`src/rtl/dcc_pkg.sv`:
```
package dcc_pkg;

  // Control lines as seen after synchronization.
  typedef struct packed {
    logic up;
    logic dn;
    logic load_n;
    logic clear;
  } ctl_t;

  // Idle levels: both count lines high, no preset, no clear.
  localparam ctl_t CTL_IDLE = '{up: 1'b1, dn: 1'b1, load_n: 1'b1, clear: 1'b0};

  typedef enum logic [2:0] {
    ACT_HOLD,
    ACT_INC,
    ACT_DEC,
    ACT_LOAD,
    ACT_CLEAR
  } act_t;

endpackage

```
`src/rtl/dcc_sync.sv`:
```
module dcc_sync #(
  parameter int         STAGES = 2,
  parameter int         W      = 4,
  parameter logic [W-1:0] INIT = '0
) (
  input  logic         clk,
  input  logic         rst_n,
  input  logic [W-1:0] d,
  output logic [W-1:0] q
);

  logic [STAGES-1:0][W-1:0] chain;

  always_ff @(posedge clk or negedge rst_n) begin
    if (!rst_n) begin
      for (int i = 0; i < STAGES; i++) chain[i] <= INIT;
    end else begin
      chain[0] <= d;
      for (int i = 1; i < STAGES; i++) chain[i] <= chain[i-1];
    end
  end

  assign q = chain[STAGES-1];

endmodule

```
`src/rtl/dcc_event.sv`:
```
module dcc_event
  import dcc_pkg::*;
(
  input  logic clk,
  input  logic rst_n,
  input  ctl_t now,
  output logic up_rise,
  output logic dn_rise,
  output logic up_evt,
  output logic dn_evt,
  output logic illegal
);

  logic up_prev;
  logic dn_prev;

  // The previous samples keep tracking during preset and clear, so a line
  // that stays low releases cleanly on its next rising edge.
  always_ff @(posedge clk or negedge rst_n) begin
    if (!rst_n) begin
      up_prev <= CTL_IDLE.up;
      dn_prev <= CTL_IDLE.dn;
    end else begin
      up_prev <= now.up;
      dn_prev <= now.dn;
    end
  end

  always_comb begin
    up_rise = now.up & ~up_prev;
    dn_rise = now.dn & ~dn_prev;
    illegal = (~now.up & ~now.dn) | (up_rise & dn_rise);
    up_evt  = up_rise & now.dn & ~illegal;
    dn_evt  = dn_rise & now.up & ~illegal;
  end

endmodule

```
`src/rtl/dcc_core.sv`:
```
module dcc_core
  import dcc_pkg::*;
#(
  parameter int WIDTH = 4
) (
  input  logic             clk,
  input  logic             rst_n,
  input  ctl_t             now,
  input  logic [WIDTH-1:0] din,
  input  logic             up_evt,
  input  logic             dn_evt,
  input  logic             illegal,
  output logic [WIDTH-1:0] cnt,
  output logic             err,
  output act_t             act
);

  function automatic logic [WIDTH-1:0] wrap_step(input logic [WIDTH-1:0] v,
                                                 input logic down);
    return down ? v - 1'b1 : v + 1'b1;
  endfunction

  always_comb begin
    if (now.clear)        act = ACT_CLEAR;
    else if (!now.load_n) act = ACT_LOAD;
    else if (up_evt)      act = ACT_INC;
    else if (dn_evt)      act = ACT_DEC;
    else                  act = ACT_HOLD;
  end

  always_ff @(posedge clk or negedge rst_n) begin
    if (!rst_n) begin
      cnt <= '0;
    end else begin
      case (act)
        ACT_CLEAR: cnt <= '0;
        ACT_LOAD:  cnt <= din;
        ACT_INC:   cnt <= wrap_step(cnt, 1'b0);
        ACT_DEC:   cnt <= wrap_step(cnt, 1'b1);
        default:   cnt <= cnt;
      endcase
    end
  end

  always_ff @(posedge clk or negedge rst_n) begin
    if (!rst_n)         err <= 1'b0;
    else if (now.clear) err <= 1'b0;
    else if (illegal)   err <= 1'b1;
  end

endmodule

```
`src/rtl/dcc_terminal.sv`:
```
module dcc_terminal #(
  parameter int             WIDTH = 4,
  parameter logic [WIDTH-1:0] TERM = '0
) (
  input  logic [WIDTH-1:0] cnt,
  input  logic             line,
  output logic             term_n
);

  // Copies the count line while the count sits on its terminal value.
  assign term_n = ~((cnt == TERM) & ~line);

endmodule

```
`src/rtl/dual_clock_counter.sv`:
```
module dual_clock_counter
  import dcc_pkg::*;
#(
  parameter int WIDTH       = 4,
  parameter int SYNC_STAGES = 2
) (
  input  logic             clk,
  input  logic             rst_n,
  input  logic             up_clk,
  input  logic             dn_clk,
  input  logic             load_n,
  input  logic             clear,
  input  logic [WIDTH-1:0] din,
  output logic [WIDTH-1:0] q,
  output logic             carry_n,
  output logic             borrow_n,
  output logic             illegal_seen
);

  localparam int               CTL_W   = $bits(ctl_t);
  localparam logic [WIDTH-1:0] CNT_MAX = {WIDTH{1'b1}};
  localparam logic [WIDTH-1:0] CNT_MIN = '0;

  ctl_t ctl_raw;
  ctl_t ctl_s;

  // Internal events, named so the checker can see them.
  logic             sync_up;
  logic             sync_dn;
  logic             sync_load_n;
  logic             sync_clear;
  logic             up_rise;
  logic             dn_rise;
  logic             up_evt;
  logic             dn_evt;
  logic             illegal_now;
  logic [WIDTH-1:0] cnt;
  logic             err;
  act_t             act;

  assign ctl_raw = '{up: up_clk, dn: dn_clk, load_n: load_n, clear: clear};

  dcc_sync #(
    .STAGES (SYNC_STAGES),
    .W      (CTL_W),
    .INIT   (CTL_IDLE)
  ) u_sync (
    .clk   (clk),
    .rst_n (rst_n),
    .d     (ctl_raw),
    .q     (ctl_s)
  );

  assign sync_up     = ctl_s.up;
  assign sync_dn     = ctl_s.dn;
  assign sync_load_n = ctl_s.load_n;
  assign sync_clear  = ctl_s.clear;

  dcc_event u_event (
    .clk     (clk),
    .rst_n   (rst_n),
    .now     (ctl_s),
    .up_rise (up_rise),
    .dn_rise (dn_rise),
    .up_evt  (up_evt),
    .dn_evt  (dn_evt),
    .illegal (illegal_now)
  );

  dcc_core #(.WIDTH(WIDTH)) u_core (
    .clk     (clk),
    .rst_n   (rst_n),
    .now     (ctl_s),
    .din     (din),
    .up_evt  (up_evt),
    .dn_evt  (dn_evt),
    .illegal (illegal_now),
    .cnt     (cnt),
    .err     (err),
    .act     (act)
  );

  dcc_terminal #(.WIDTH(WIDTH), .TERM(CNT_MAX)) u_carry (
    .cnt    (cnt),
    .line   (sync_up),
    .term_n (carry_n)
  );

  dcc_terminal #(.WIDTH(WIDTH), .TERM(CNT_MIN)) u_borrow (
    .cnt    (cnt),
    .line   (sync_dn),
    .term_n (borrow_n)
  );

  assign q            = cnt;
  assign illegal_seen = err;

endmodule

```
`config.mk`:
```
export PLATFORM = sky130hd
export DESIGN_NAME = dual_clock_counter
export DESIGN_NICKNAME = d
export VERILOG_FILES = /design/src/rtl/dcc_pkg.sv /design/src/rtl/dcc_sync.sv /design/src/rtl/dcc_event.sv /design/src/rtl/dcc_core.sv /design/src/rtl/dcc_terminal.sv /design/src/rtl/dual_clock_counter.sv
export SDC_FILE = /design/constraint.sdc
export NUM_CORES = 1
export LEC_CHECK = 0
export BUFFER_PORTS_ARGS = -buffer_cell sky130_fd_sc_hd__clkbuf_2
export CORE_MARGIN = 2
export CORE_UTILIZATION = 40
export CTS_CLUSTER_SIZE = 25
export DETAILED_ROUTE_END_ITERATION = 7
export GPL_TIMING_DRIVEN = 0
export MAX_ROUTING_LAYER = met4
export PLACE_DENSITY = 0.62
export SETUP_SLACK_MARGIN = 0.02
export SYNTH_ARGS = -nofsm -noshare
export SYNTH_HDL_FRONTEND = slang
export SYNTH_SLANG_ARGS = --single-unit
export TNS_END_PERCENT = 20
```
`constraint.sdc`:
```
create_clock -name clk -period 2.3 [get_ports clk]
set_input_delay 0.345 -clock clk [delete_from_list [all_inputs] [get_ports clk]]
set_output_delay 0.345 -clock clk [all_outputs]
set_load 0.005 [all_outputs]
```
# Word level (Yosys, flattened, before mapping)
# Cells that the tools add are included.
# word_totals
regBits	15
inputBits	10
output_inout_bits	7
wordCells	41
# op_classes
add_sub_neg	2
eq_ne	5
n_mux	7
bitwise	18
reduce_logical	3
# op_table
cell	n
one-hot mux 4 bit (4 select lines)	1
AND 1 bit	10
2-to-1 mux 3 bit	3
inverter 1 bit	7
== test 3 x 2 -> 1 bit, second input constant	2
adder 4 x 1 -> 4 bit, second input constant	1
== test 4 bit, second input constant	1
zero test 4 bit	1
nonzero test 4 bit	1
subtractor 4 x 1 -> 4 bit, second input constant	1
== test 3 x 1 -> 1 bit, second input constant	1
== test 3 bit, second input constant	1
2-to-1 mux 1 bit	2
2-to-1 mux 2 bit	1
nonzero test 2 bit	1
OR 1 bit	1

# Depth between registers and ports, before layout
# depth
word_depth	12
depth_mapped	7
mapped_depth_nobuf	7

# Modules after synthesis
# From an unflattened synthesis, not the netlist that was laid out.
# hier_totals
hier_cells	71
hier_area_um2	784.5
# by_module_without_submodules
module	instances	cells_each	area_per_inst_um2
dcc_core	1	47	420.4
dcc_sync	1	12	237.7
dcc_event	1	7	101.3
dcc_terminal (u_borrow)	1	3	12.5
dcc_terminal (u_carry)	1	2	12.5

# Worst setup path after synthesis
# No wires, ideal clock.
# synth_path
kind	reg2reg
startpoint	register u_sync.chain, in the netlist u_sync.q[3]
endpoint	register u_core.cnt[3]
t_arrival_ns	1.629
required_ns	2.172
slack_ns	0.543
path_stages_with_launch	8
period_less_slack_ns	1.757
path_cell_list	dfstp_2 > nand4b_1 > nor2_1 > ha_1 > a21o_1 > a21oi_1 > a21oi_1 > nand3b_1
# synth_via
elab_chain_len	11
# synth_lines
element	line	rtl
from (decl)	dcc_sync.sv:12	logic [STAGES-1:0][W-1:0] chain;
AND 1 bit / inverter 1 bit (equally long branches)	dcc_event.sv:30, dcc_event.sv:32	
AND 1 bit	dcc_event.sv:32	illegal = (~now.up & ~now.dn) | (up_rise & dn_rise);
OR 1 bit	dcc_event.sv:32	
inverter 1 bit	dcc_event.sv:33, dcc_event.sv:34	
AND 1 bit	dcc_event.sv:34	dn_evt = dn_rise & now.up & ~illegal;
2-to-1 mux 2 bit	dcc_core.sv:27	else if (dn_evt) act = ACT_DEC;
2-to-1 mux 3 bit (*)	dcc_core.sv:26	else if (up_evt) act = ACT_INC;
2-to-1 mux 3 bit (*)	dcc_core.sv:25	else if (!now.load_n) act = ACT_LOAD;
2-to-1 mux 3 bit (*)	dcc_core.sv:24	if (now.clear) act = ACT_CLEAR;
== test 3 x 2 -> 1 bit, or another cell as far along	dcc_core.sv:35	case (act)
one-hot mux 4 bit (4 select lines) / nonzero test 4 bit (equally long branches)	--	
to (signal assigned)	dcc_core.sv:37	ACT_LOAD: cnt <= din;
to (signal assigned)	dcc_core.sv:38	ACT_INC: cnt <= wrap_step(cnt, 1'b0);
to (signal assigned)	dcc_core.sv:39	ACT_DEC: cnt <= wrap_step(cnt, 1'b1);
to (decl)	dcc_core.sv:13	output logic [WIDTH-1:0] cnt,
# Mark *: on every way between the ends. The rest lies on a longest branch, timed or not.
# A chain may end at the register's enable or synchronous reset.

# Worst setup path in the final report
# layout_path
startpoint	register u_sync.chain, in the netlist u_sync.q[2]
endpoint	register u_core.cnt[3]
# layout_via
elab_chain_len	11
# layout_lines
element	line
AND 1 bit / inverter 1 bit (equally long branches)	dcc_event.sv:31, dcc_event.sv:32
AND 1 bit	dcc_event.sv:32
OR 1 bit	dcc_event.sv:32
inverter 1 bit	dcc_event.sv:33, dcc_event.sv:34
AND 1 bit	dcc_event.sv:34
2-to-1 mux 2 bit	dcc_core.sv:27
2-to-1 mux 3 bit (*)	dcc_core.sv:26
2-to-1 mux 3 bit (*)	dcc_core.sv:25
2-to-1 mux 3 bit (*)	dcc_core.sv:24
== test 3 x 2 -> 1 bit, or another cell as far along	dcc_core.sv:35
one-hot mux 4 bit (4 select lines) / nonzero test 4 bit (equally long branches)	--
# Marks and branches as above.

==> flow_summary.json <==
{
  "die_y_microns": 44.8,
  "area_growth_pct": 20.5,
  "drtAntennaViolNets": 0,
  "rr_worst_depth": 7,
  "drive_above_1_share_pct": 35.9,
  "relSlewSlack_pct": 76.9,
  "synth_top_cell_area_share_pct": 31.5,
  "tightest_slew_ns": 0.347,
  "cts_tree": "built",
  "drt_pass1_iterations": 2,
  "dp.cells": 89,
  "synth_area_sq_um": 667,
  "worstSetupStartpointType": "register",
  "hold_class": "input pin to register",
  "peakVddDrop_v": 0.000380,
  "grt_pass1_vias": 434,
  "yosys.cell_types.count": 23,
  "cts_sinks": 15,
  "cts_resized": 0,
  "synth.mux.area_fraction_pct": 3.00,
  "vias_per_cell": 5.14,
  "worstHoldStart": "load_n",
  "ys_seq_elements": 15,
  "drt_iter0_markers": 4,
  "cp_max_fo": 7,
  "worstPathArrival_ns": 2.11,
  "wirelength_microns": 1020,
  "crit-reg2reg-capture": "u_core.cnt[3]",
  "drc": 0,
  "maxCapViolations": 0,
  "num_rows": 14,
  "vias": 483,
  "grt_max_degree": 16,
  "grt_pass1_wl_microns": 1830,
  "cp-startpoint": "u_sync.q[2]",
  "n_antenna_cell": 0,
  "io-pin-count": 17,
  "rsz0062_at_grt": "no",
  "die_x_microns": 44.8,
  "clk_pin_slew_ns": 0.08,
  "seq_area_frac_synth_pct": 57.8,
  "clk_latency_ns": 0.27,
  "yosysTopAreaCell": "dfstp_2",
  "layout_setup_ws_ns": 0.347,
  "synth_compound_area_share_pct": 7.13,
  "synth_top_family_by_area": "simple AND/OR/NAND/NOR gates",
  "avgSynthCellArea_sq_um": 11.7,
  "numCtsBuffers": 3,
  "r2r_slack_ns": 0.35,
  "yosys_warnings": 0,
  "cts_root_buffer": "clkbuf_4",
  "finalSetupViolCount": 0,
  "final_hold_viol_count": 0,
  "final_max_slew_viol_count": 0,
  "fin_crit_sh_pct": 84.9,
  "synth-xor-area-share_pct": 3.94,
  "status": "complete, no violations",
  "postCtsSetupRepairBufs": 0,
  "clock_skew_ns": 0.00121,
  "critical_path_class": "register to register",
  "synthesis.nets": 70,
  "cp-endpoint": "u_core.cnt[3]",
  "dp_hpwl_microns": 796,
  "coreArea_sq_um": 1540,
  "yosys.area_share.adder_pct": 6.75,
  "synth_simple_gate_area_share_pct": 19.7,
  "routabilityCongestion": 0.731,
  "final_util_pct": 52.1,
  "cp_data_required_time_ns": 2.45,
  "p_leak_uw": 0.000378,
  "htreeDepth": 1,
  "synth_area_leaders": "dfstp_2, dfrtp_1, nor2_1",
  "r2r_start": "u_sync.q[2]",
  "cts_buffer_depth": 2,
  "fin_cells": 94,
  "io_buffers": 16,
  "nFillCells": 143,
  "antenna_found_initial": 0,
  "final_nets": 92,
  "finalSetupTns_ns": 0,
  "end_kind": "register",
  "dp_slack_ns": 0.356,
  "fmax_ghz": 0.512,
  "track_usage_pct": 13.6,
  "power.density_nw_per_um2": 621,
  "hold_buffers": 1,
  "start_util_pct": 43.3,
  "wl_per_cell_microns": 10.9,
  "overflow": 0,
  "synthCells": 57,
  "period_minus_slack_ns": 1.95,
  "die-area_sq_um": 2010
}
worst max-delay path: stages (launching register included):
cell	delay (ns)
dfstp_2	0.59
nand4b_1	0.16
nor2_1	0.26
ha_1	0.28
a21o_1	0.15
a21oi_1	0.18
a21oi_1	0.06
nand3b_1	0.16
cell usage after synthesis:
library cell and instances:
o21ai_0 1, buf_6 1, mux2i_1 2, xor2_1 2, and4b_1 1, xnor2_1 1, dfstp_2 8, nand3_1 2
a21oi_1 3, or3_1 1, nor2_1 9, nand3b_1 1, nor3_1 2, dfrtp_1 7, ha_1 2, and3_1 1
o21ai_1 1, nand4b_1 3, a21o_1 1, nand2b_1 1, a211oi_1 2, nand2_1 4, fa_1 1
metal layers:
layer / GRT usage [%] / part of all wire [%] / vias to the layer above
met4: 8.82 / 1.4 / 0
li1: - / - / 241
met2: 18.3 / 45 / 11
met5: - / 0 / -
met1: 18.1 / 49 / 229
met3: 3.60 / 4.2 / 2
cell families (layout without fill, tap and decap cells):
group / count (synthesis) / count (layout)
AOI/OAI and AO/OA: 8 / 8
xor gates and xnor gates: 3 / 3
adders and majority gates: 3 / 3
buffers and inverters: 1 / 22
DFF: 15 / 15
muxes: 2 / 2
and+or+nand+nor: 25 / 25
power breakdown:
| part | total, uW | leakage, uW | internal, uW | switching [uW] |
|---|---|---|---|---|
| Clock | 143 | 0.0000150 | 67.2 | 75.5 |
| Combinational | 53.0 | 0.000190 | 29.0 | 23.9 |
| Sequential | 303 | 0.000173 | 285 | 18.3 |
| Total | 499 | 0.000378 | 381 | 118 |
layout by cell type (no fill, tap or decap), types with 3 or more instances in the layout:
cell type   n
a21oi_1     3
nand4b_1    3
clkbuf_4    3
nor2_1      9
clkbuf_2   16
dfrtp_1     7
dfstp_2     8
nand2_1     4
worst min path at each step:
| stage | end | slack (ns) | depth (start not counted) |
|---|---|---|---|
| after global placement | u_core.err | 0.27 | 1 |
| final | u_sync.chain[1] | 0.14 | 1 |
| after global routing | u_sync.chain[3] | 0.13 | 1 |
| after CTS | u_sync.chain[1] | 0.13 | 1 |
| after detailed placement | u_sync.chain[0] | 0.27 | 1 |
| after floorplan | u_core.cnt[0] | 0.05 | 0 |
flip-flops by register name, summed over array words and instances (netlist names):
register	cells
u_core.cnt	4
u_core.err	1
u_event.dn_prev	1
u_event.up_prev	1
u_sync.chain	4
u_sync.q	4
final cells by class:
| cell class | instances | area (sq um) | area share, % |
|---|---|---|---|
| timing repair buffer | 17 | 90.1 | 11.2 |
| tap | 16 | 20.0 | 2.49 |
| buffer | 1 | 11.3 | 1.40 |
| multi-input combinational | 41 | 270 | 33.6 |
| sequential | 15 | 385 | 48.0 |
| clock buffer | 4 | 26.3 | 3.27 |
per-stage QoR:
step	power, uW	hold slack, ns	area, sq um
2_1_floorplan	333	0.0494	667
3_3_place_gp	360	0.267	767
3_5_place_dp	361	0.272	767
4_1_cts	508	0.132	803
5_1_grt	526	0.126	803
6_report	499	0.143	803
Note: power is estimated with default switching activity, not from simulation.
